--- src/rtl/vy_queue_pkg.sv ---
package vy_queue_pkg;

  typedef enum logic [1:0] {
    OCC_HOLD = 2'b00,
    OCC_INC  = 2'b01,
    OCC_DEC  = 2'b10,
    OCC_SWAP = 2'b11
  } occ_op_e;

  function automatic occ_op_e occ_op(input logic push, input logic pop);
    return occ_op_e'({pop, push});
  endfunction

endpackage

--- src/rtl/vy_queue_ptr.sv ---
module vy_queue_ptr #(
  parameter int DEPTH = 8,
  parameter int PW    = 3
) (
  input  logic          clk_i,
  input  logic          rst_n_i,
  input  logic          adv_i,
  output logic [PW-1:0] ptr_o
);
  localparam logic [PW-1:0] LAST = PW'(DEPTH - 1);

  logic [PW-1:0] ptr_q;

  always_ff @(posedge clk_i) begin
    if (!rst_n_i)   ptr_q <= '0;
    else if (adv_i) ptr_q <= (ptr_q == LAST) ? '0 : ptr_q + 1'b1;
  end

  assign ptr_o = ptr_q;

  // the ring index never leaves the storage range
  a_r6_ptr_in_range: assert property (@(posedge clk_i) disable iff (!rst_n_i)
    ptr_q <= LAST);

  // an advance moves by one slot or wraps to zero
  a_r6_ptr_step: assert property (@(posedge clk_i) disable iff (!rst_n_i)
    adv_i |=> (ptr_q == $past(ptr_q) + 1'b1) || (ptr_q == '0));
endmodule

--- src/rtl/vy_queue_store.sv ---
module vy_queue_store #(
  parameter int WIDTH = 16,
  parameter int DEPTH = 8,
  parameter int PW    = 3
) (
  input  logic             clk_i,
  input  logic             we_i,
  input  logic [PW-1:0]    waddr_i,
  input  logic [WIDTH-1:0] wdata_i,
  input  logic [PW-1:0]    raddr_i,
  output logic [WIDTH-1:0] rdata_o
);
  logic [WIDTH-1:0] mem [DEPTH];

  always_ff @(posedge clk_i) begin
    if (we_i) mem[waddr_i] <= wdata_i;
  end

  assign rdata_o = mem[raddr_i];
endmodule

--- src/rtl/vy_queue_occ.sv ---
module vy_queue_occ
  import vy_queue_pkg::*;
#(
  parameter int DEPTH = 8,
  parameter int CW    = 4
) (
  input  logic clk_i,
  input  logic rst_n_i,
  input  logic push_i,
  input  logic pop_i,
  output logic full_o,
  output logic empty_o
);
  localparam logic [CW-1:0] CAP = CW'(DEPTH);

  logic [CW-1:0] count_q, count_d;
  logic          full_q, empty_q;

  always_comb begin
    unique case (occ_op(push_i, pop_i))
      OCC_INC: count_d = count_q + 1'b1;
      OCC_DEC: count_d = count_q - 1'b1;
      default: count_d = count_q;
    endcase
  end

  always_ff @(posedge clk_i) begin
    if (!rst_n_i) begin
      count_q <= '0;
      full_q  <= 1'b0;
      empty_q <= 1'b1;
    end else begin
      count_q <= count_d;
      full_q  <= (count_d == CAP);
      empty_q <= (count_d == '0);
    end
  end

  assign full_o  = full_q;
  assign empty_o = empty_q;

  a_r1_reset_empties: assert property (@(posedge clk_i)
    !rst_n_i |=> empty_q && !full_q && count_q == '0);

  a_r2_no_overflow: assert property (@(posedge clk_i) disable iff (!rst_n_i)
    count_q <= CAP);

  a_r2_full_flag: assert property (@(posedge clk_i) disable iff (!rst_n_i)
    full_q == (count_q == CAP));

  a_r3_empty_flag: assert property (@(posedge clk_i) disable iff (!rst_n_i)
    empty_q == (count_q == '0));

  a_r7_swap_keeps_count: assert property (@(posedge clk_i) disable iff (!rst_n_i)
    push_i && pop_i |=> $stable(count_q));
endmodule

--- src/rtl/vy_queue.sv ---
module vy_queue #(
  parameter int WIDTH = 16,
  parameter int DEPTH = 8
) (
  input  logic             clk_i,
  input  logic             rst_n_i,
  input  logic [WIDTH-1:0] data_i,
  input  logic             valid_i,
  output logic             ready_o,
  output logic             valid_o,
  output logic [WIDTH-1:0] data_o,
  input  logic             yumi_i
);
  localparam int PW = (DEPTH > 1) ? $clog2(DEPTH) : 1;
  localparam int CW = $clog2(DEPTH + 1);

  logic          full_w, empty_w, push_w, pop_w;
  logic [PW-1:0] wptr_w, rptr_w;

  assign ready_o = !full_w;
  assign valid_o = !empty_w;
  assign push_w  = valid_i && !full_w;
  assign pop_w   = yumi_i && !empty_w;

  vy_queue_ptr #(.DEPTH(DEPTH), .PW(PW)) u_wptr (
    .clk_i(clk_i), .rst_n_i(rst_n_i), .adv_i(push_w), .ptr_o(wptr_w));

  vy_queue_ptr #(.DEPTH(DEPTH), .PW(PW)) u_rptr (
    .clk_i(clk_i), .rst_n_i(rst_n_i), .adv_i(pop_w), .ptr_o(rptr_w));

  vy_queue_occ #(.DEPTH(DEPTH), .CW(CW)) u_occ (
    .clk_i(clk_i), .rst_n_i(rst_n_i), .push_i(push_w), .pop_i(pop_w),
    .full_o(full_w), .empty_o(empty_w));

  vy_queue_store #(.WIDTH(WIDTH), .DEPTH(DEPTH), .PW(PW)) u_store (
    .clk_i(clk_i), .we_i(push_w), .waddr_i(wptr_w), .wdata_i(data_i),
    .raddr_i(rptr_w), .rdata_o(data_o));

  initial begin
    if (DEPTH < 2) $error("vy_queue: DEPTH must be at least 2");
  end

  a_r8_head_hold: assert property (@(posedge clk_i) disable iff (!rst_n_i)
    valid_o && !yumi_i |=> valid_o && $stable(data_o));

  a_r4_push_shows: assert property (@(posedge clk_i) disable iff (!rst_n_i)
    !valid_o && valid_i |=> valid_o && data_o == $past(data_i));

  a_r5_pop_last_empties: assert property (@(posedge clk_i) disable iff (!rst_n_i)
    valid_o && yumi_i && !valid_i && (rptr_w + 1'b1 == wptr_w) && ready_o |=> !valid_o);
endmodule

--- config.mk ---
export PLATFORM = sky130hd
export DESIGN_NAME = vy_queue
export DESIGN_NICKNAME = d
export VERILOG_FILES = /design/src/rtl/vy_queue_pkg.sv /design/src/rtl/vy_queue_ptr.sv /design/src/rtl/vy_queue_store.sv /design/src/rtl/vy_queue_occ.sv /design/src/rtl/vy_queue.sv
export SDC_FILE = /design/constraint.sdc
export NUM_CORES = 1
export LEC_CHECK = 0
export ABC_CLOCK_PERIOD_IN_PS = 3350
export BUFFER_PORTS_ARGS = -buffer_cell sky130_fd_sc_hd__clkbuf_2
export CAP_MARGIN = 20
export CORE_MARGIN = 4
export CORE_UTILIZATION = 45
export DETAILED_ROUTE_END_ITERATION = 16
export PLACE_DENSITY_LB_ADDON = 0.3
export SETUP_SLACK_MARGIN = 0.3
export SLEW_MARGIN = 20
export SYNTH_ARGS = -nofsm -noshare
export SYNTH_HDL_FRONTEND = slang
export SYNTH_SLANG_ARGS = --single-unit
--- constraint.sdc ---
create_clock -name clk_i -period 3.35 [get_ports clk_i]
set_clock_uncertainty 0.1 [all_clocks]
set_input_delay 0.335 -clock clk_i [delete_from_list [all_inputs] [get_ports clk_i]]
set_output_delay 0.335 -clock clk_i [all_outputs]
set_load 0.005 [all_outputs]
Yosys cells after proc, flatten, opt, wreduce, memory -nomap -nowiden. Memory sizes are Yosys's and may differ from the RTL's. A register that Yosys moved wholly into a read port is not among the register bits. Index checks and enable logic that the tools add are counted.

Register bits: 12. Bits in writable memories: 128. Output and inout bits: 18. Memories kept: 1.

$add $sub $neg: 4. Eq/ne operators: 5. Muxes and demuxes: 7. Reductions and logical operators: 5.

Memory list: u_store.mem (depth 8, bits a word 16, read ports 1, clocked after Yosys merged registers in 1, wr ports 1, line vy_queue_store.sv:13) `logic [WIDTH-1:0] mem [DEPTH];`.

Operators by type and width (count): 3-bit 2-to-1 mux (4); 4-bit one-hot mux with 2 select lines (1); 3-bit by 1-bit adder with 3-bit output (second input constant) (2); 3-bit equality test (second input constant) (2); 4-bit by 1-bit adder with 4-bit output (second input constant) (1); 4-bit equality test (second input constant) (1); 4-bit logical NOT (1); 4-bit by 1-bit subtractor with 4-bit output (second input constant) (1); 2-bit by 1-bit equality test with 1-bit output (second input constant) (1); 2-bit equality test (second input constant) (1); 1-bit logical AND (2); 1-bit logical NOT (2); 1-bit 2-to-1 mux (2).

Depth between registers and ports, before layout.
Depth in word-level cells: 5. Gate-level depth with buffers: 11. Gate-level depth less buffers: 11.

Hierarchy. From an unflattened synthesis, not the netlist that was laid out.

Cell total of the unflattened synthesis: 263. Area total of the unflattened synthesis: 5627.9 µm².

By module, submodules not included: vy_queue_store (times used 1, cells each 198, area an instance 4973.5 µm², sequential area each 3843.7 µm²); vy_queue_occ (times used 1, cells each 35, area an instance 339.1 µm², sequential area each 120.1 µm²); vy_queue_ptr (times used 2, cells each 13, area an instance 147.6 µm², sequential area each 60.1 µm²); vy_queue (times used 1, cells each 4, area an instance 20.0 µm², sequential area each 0.0 µm²).

Worst setup path before layout. OpenSTA, ideal clock, no wires.

Path kind: flip-flop to flip-flop. From: register u_occ.full_q, in the netlist u_occ.full_o. To: memory u_store.mem[0][0], enable pin. Library setup time: 0.430 ns. Arrival time: 2.182 ns. Slack: 0.637 ns. Stages on the path, launching flop included: 4. Path buffers: 0. Clock period less this slack: 2.713 ns. Cells stage by stage: dfxtp_1 inv_1 nand2_1 nor4_1.

Longest elaborated chain between the ends: 4.

RTL lines: start, declared (line vy_queue_occ.sv:17) `logic full_q, empty_q;`; start signal, assigned (line vy_queue_occ.sv:34) `full_q <= (count_d == CAP);`; 1-bit logical NOT; via ready_o (line vy_queue.sv:9) `output logic ready_o,`; 1-bit logical AND (line vy_queue.sv:22) `assign push_w = valid_i && !full_w;`; 1-bit 2-to-1 mux (line vy_queue_store.sv:16) `if (we_i) mem[waddr_i] <= wdata_i;`; 1-bit 2-to-1 mux (implied by the code) (line vy_queue_store.sv:16); end, declared (line vy_queue_store.sv:13).

The timed path passes the listed nets, and every way through them passes these cells.

==> results.json <==
{
  "status": "completed",
  "drcViolationCount": 0,
  "postCtsSetupRepairBufs": 0,
  "hpwlAfterDp_um": 5390,
  "rsz0062_at_grt": "no",
  "grt_pass1_vias": 2799,
  "ys_seq_area_frac": 0.735,
  "worst-slew-pin-transition_ps": 959,
  "grt_max_degree": 33,
  "hold_buffers": 0,
  "wl_per_cell_um": 19.2,
  "grt_pass1_wl_um": 15400,
  "synth_edf_count": 128,
  "crit_path_start_kind": "flop",
  "cp_slowest_cell": "mux4_1",
  "crit_type": "flop to output pin",
  "syn_area_per_cell_um2": 21.1,
  "cts_tree": "done",
  "hp-class": "input port to flop",
  "synth.yosys.warnings": 0,
  "synth_area_leaders": "edfxtp_1 68%, mux4_1 13%, dfxtp_1 5.3%, mux2_2 3.2%, mux4_2 1.6%",
  "ctsLongestPathBuffers": 2,
  "cts_max_level": 4,
  "tns_ps": 0,
  "ys.flop_type": "edfxtp_1",
  "grt_use_total": 0.147,
  "async_flop_share": 0,
  "syn_area_um2": 5640,
  "drt_iter0_markers": 214,
  "cpPeakStageDelay_ps": 640,
  "finalSetupViolations": 0,
  "yosys.area.top_type": "edfxtp_1",
  "clk_latency_ps": 410,
  "die_x_um": 120,
  "final_common_cell": "edfxtp_1",
  "powerDensity_nw_per_um2": 644,
  "vias": 2664,
  "path_cells": "buf_4 > mux4_1 > mux2_2 > clkbuf_2",
  "portBuffers": 37,
  "core_um2": 12200,
  "worstPathRequired_ps": 2910,
  "critPathCaptureType": "output pin",
  "ys_seq_elements": 143,
  "clk_pin_slew_ps": 60,
  "cp_max_fo": 32,
  "fin_crit_ps": 2680,
  "min_period_over_period": 0.799,
  "synth_top_area_frac": 0.681,
  "slew_headroom": 0.360,
  "area_growth_pct": 18.0,
  "max_freq_ghz": 0.374,
  "gp_congestion": 0.738,
  "clockRootBuffer": "clkbuf_16",
  "cts.sinks": 143,
  "antenna_found_initial": 0,
  "p_leak_nw": 2.30,
  "rows": 40,
  "crit_buf_inv": 2,
  "cts_buffers": 17,
  "fin_total_pwr_w": 0.00429,
  "report.final.slew_viol_count": 0,
  "r2r_start": "u_occ.full_o",
  "wl_um": 9700,
  "start_util": 0.464,
  "arrival_ps": 2240,
  "cp_top_family": "multiplexers",
  "synth_cell_types": 30,
  "hold_violations": 0,
  "grt_overflow_total": 0,
  "viasPerCell": 5.28,
  "drive_gt1_frac": 0.300,
  "netlist_instances": 267,
  "syn_nets": 294,
  "layout_common_cells": "128 x edfxtp_1, 37 x clkbuf_2, 28 x mux4_1, 17 x clkbuf_16, 16 x mux2_2",
  "die_h_um": 120,
  "dr.pass1.iters": 4,
  "r2r_slack_ps": 890,
  "ios": 38,
  "peakVddDrop_uv": 334,
  "min_from": "rst_n_i",
  "die_area_um2": 14400,
  "layout.nets": 351,
  "cap_violations": 0,
  "cts.repair.resized": 0,
  "ant_nets": 0,
  "antennaDiodeCount": 0
}
==> per-stage QoR <==
stage	cells	worst slack [ps]	hold slack, ps	instance area [µm²]	util
detailed placement	473	831	374	6070	0.499
CTS	505	633	14.5	6660	0.547
global placement	473	954	366	6070	0.499
floorplan	267	637	311	5640	-
global route	505	572	36.9	6660	0.547
finish	505	675	36.3	6660	0.547
==> layer usage <==
| metal | wire (µm) | up-vias | global-route usage | share of wire |
|---|---|---|---|---|
| li1 | - | 1241 | - | - |
| met1 | 4410 | 1354 | 0.191 | 0.45 |
| met2 | 4780 | 58 | 0.230 | 0.49 |
| met3 | 387 | 11 | 0.0476 | 0.040 |
| met4 | 127 | 0 | 0.0580 | 0.013 |
| met5 | 0 | - | 0 | 0 |
==> registers in the layout, indices dropped and copies added (netlist names), named ones only <==
register / cells
u_occ.count_q: 4
u_rptr.ptr_o: 3
u_occ.empty_o: 1
u_store.mem: 128
u_wptr.ptr_o: 3
u_occ.full_o: 1
==> power by group <==
part / switching [W] / total [W] / internal, W
sequential: 0.0000308 / 0.00205 / 0.00202
combinational: 0.000206 / 0.000417 / 0.000211
clock: 0.000663 / 0.00182 / 0.00116
==> synth_stat cells, types with 2 or more instances <==
| cell | n |
|---|---|
| a21oi_1 | 9 |
| buf_1 | 4 |
| buf_6 | 4 |
| dfxtp_1 | 15 |
| edfxtp_1 | 128 |
| ha_1 | 7 |
| inv_1 | 3 |
| mux2_2 | 16 |
| mux2i_1 | 2 |
| mux4_1 | 28 |
| mux4_2 | 4 |
| nand2_1 | 6 |
| nand2b_1 | 5 |
| nand3b_1 | 2 |
| nor2_1 | 10 |
| nor3_1 | 6 |
| nor3b_1 | 2 |
| o21ai_0 | 2 |
| xor2_1 | 3 |
==> worst register-to-register path: cells and delay by family (launching register included) <==
family / cells / cell delay [ps]
AND/OR/NAND/NOR: 2 / 600
AO/OA/AOI/OAI: 3 / 410
buffers and inverters: 1 / 80
adder cells (fa/ha/maj): 2 / 590
XOR/XNOR: 2 / 280
flip-flops: 1 / 300
==> worst paths after layout <==
path	end	cells after the start
max	data_o[1]	4
min	u_occ.empty_o	2
max reg2reg	u_occ.empty_o	10
min reg2reg	flop	2
==> cells by family after synthesis <==
family,share of synthesized area
simple gates,0.0366
compound gates,0.0126
mux,0.182
buf+inv,0.0142
flops,0.735
fa+ha+maj,0.0155
xor+xnor,0.00466
==> final cells by class <==
cell class | count | area, µm²
clock buffers | 20 | 437
clock inverters | 12 | 144
fillers | 956 | 5510
inverters | 4 | 15.0
multi-input cells | 111 | 1440
flip-flops and latches | 143 | 4150
well taps | 168 | 210
repair buffers | 47 | 260
Power figures use the tool's default switching activity.
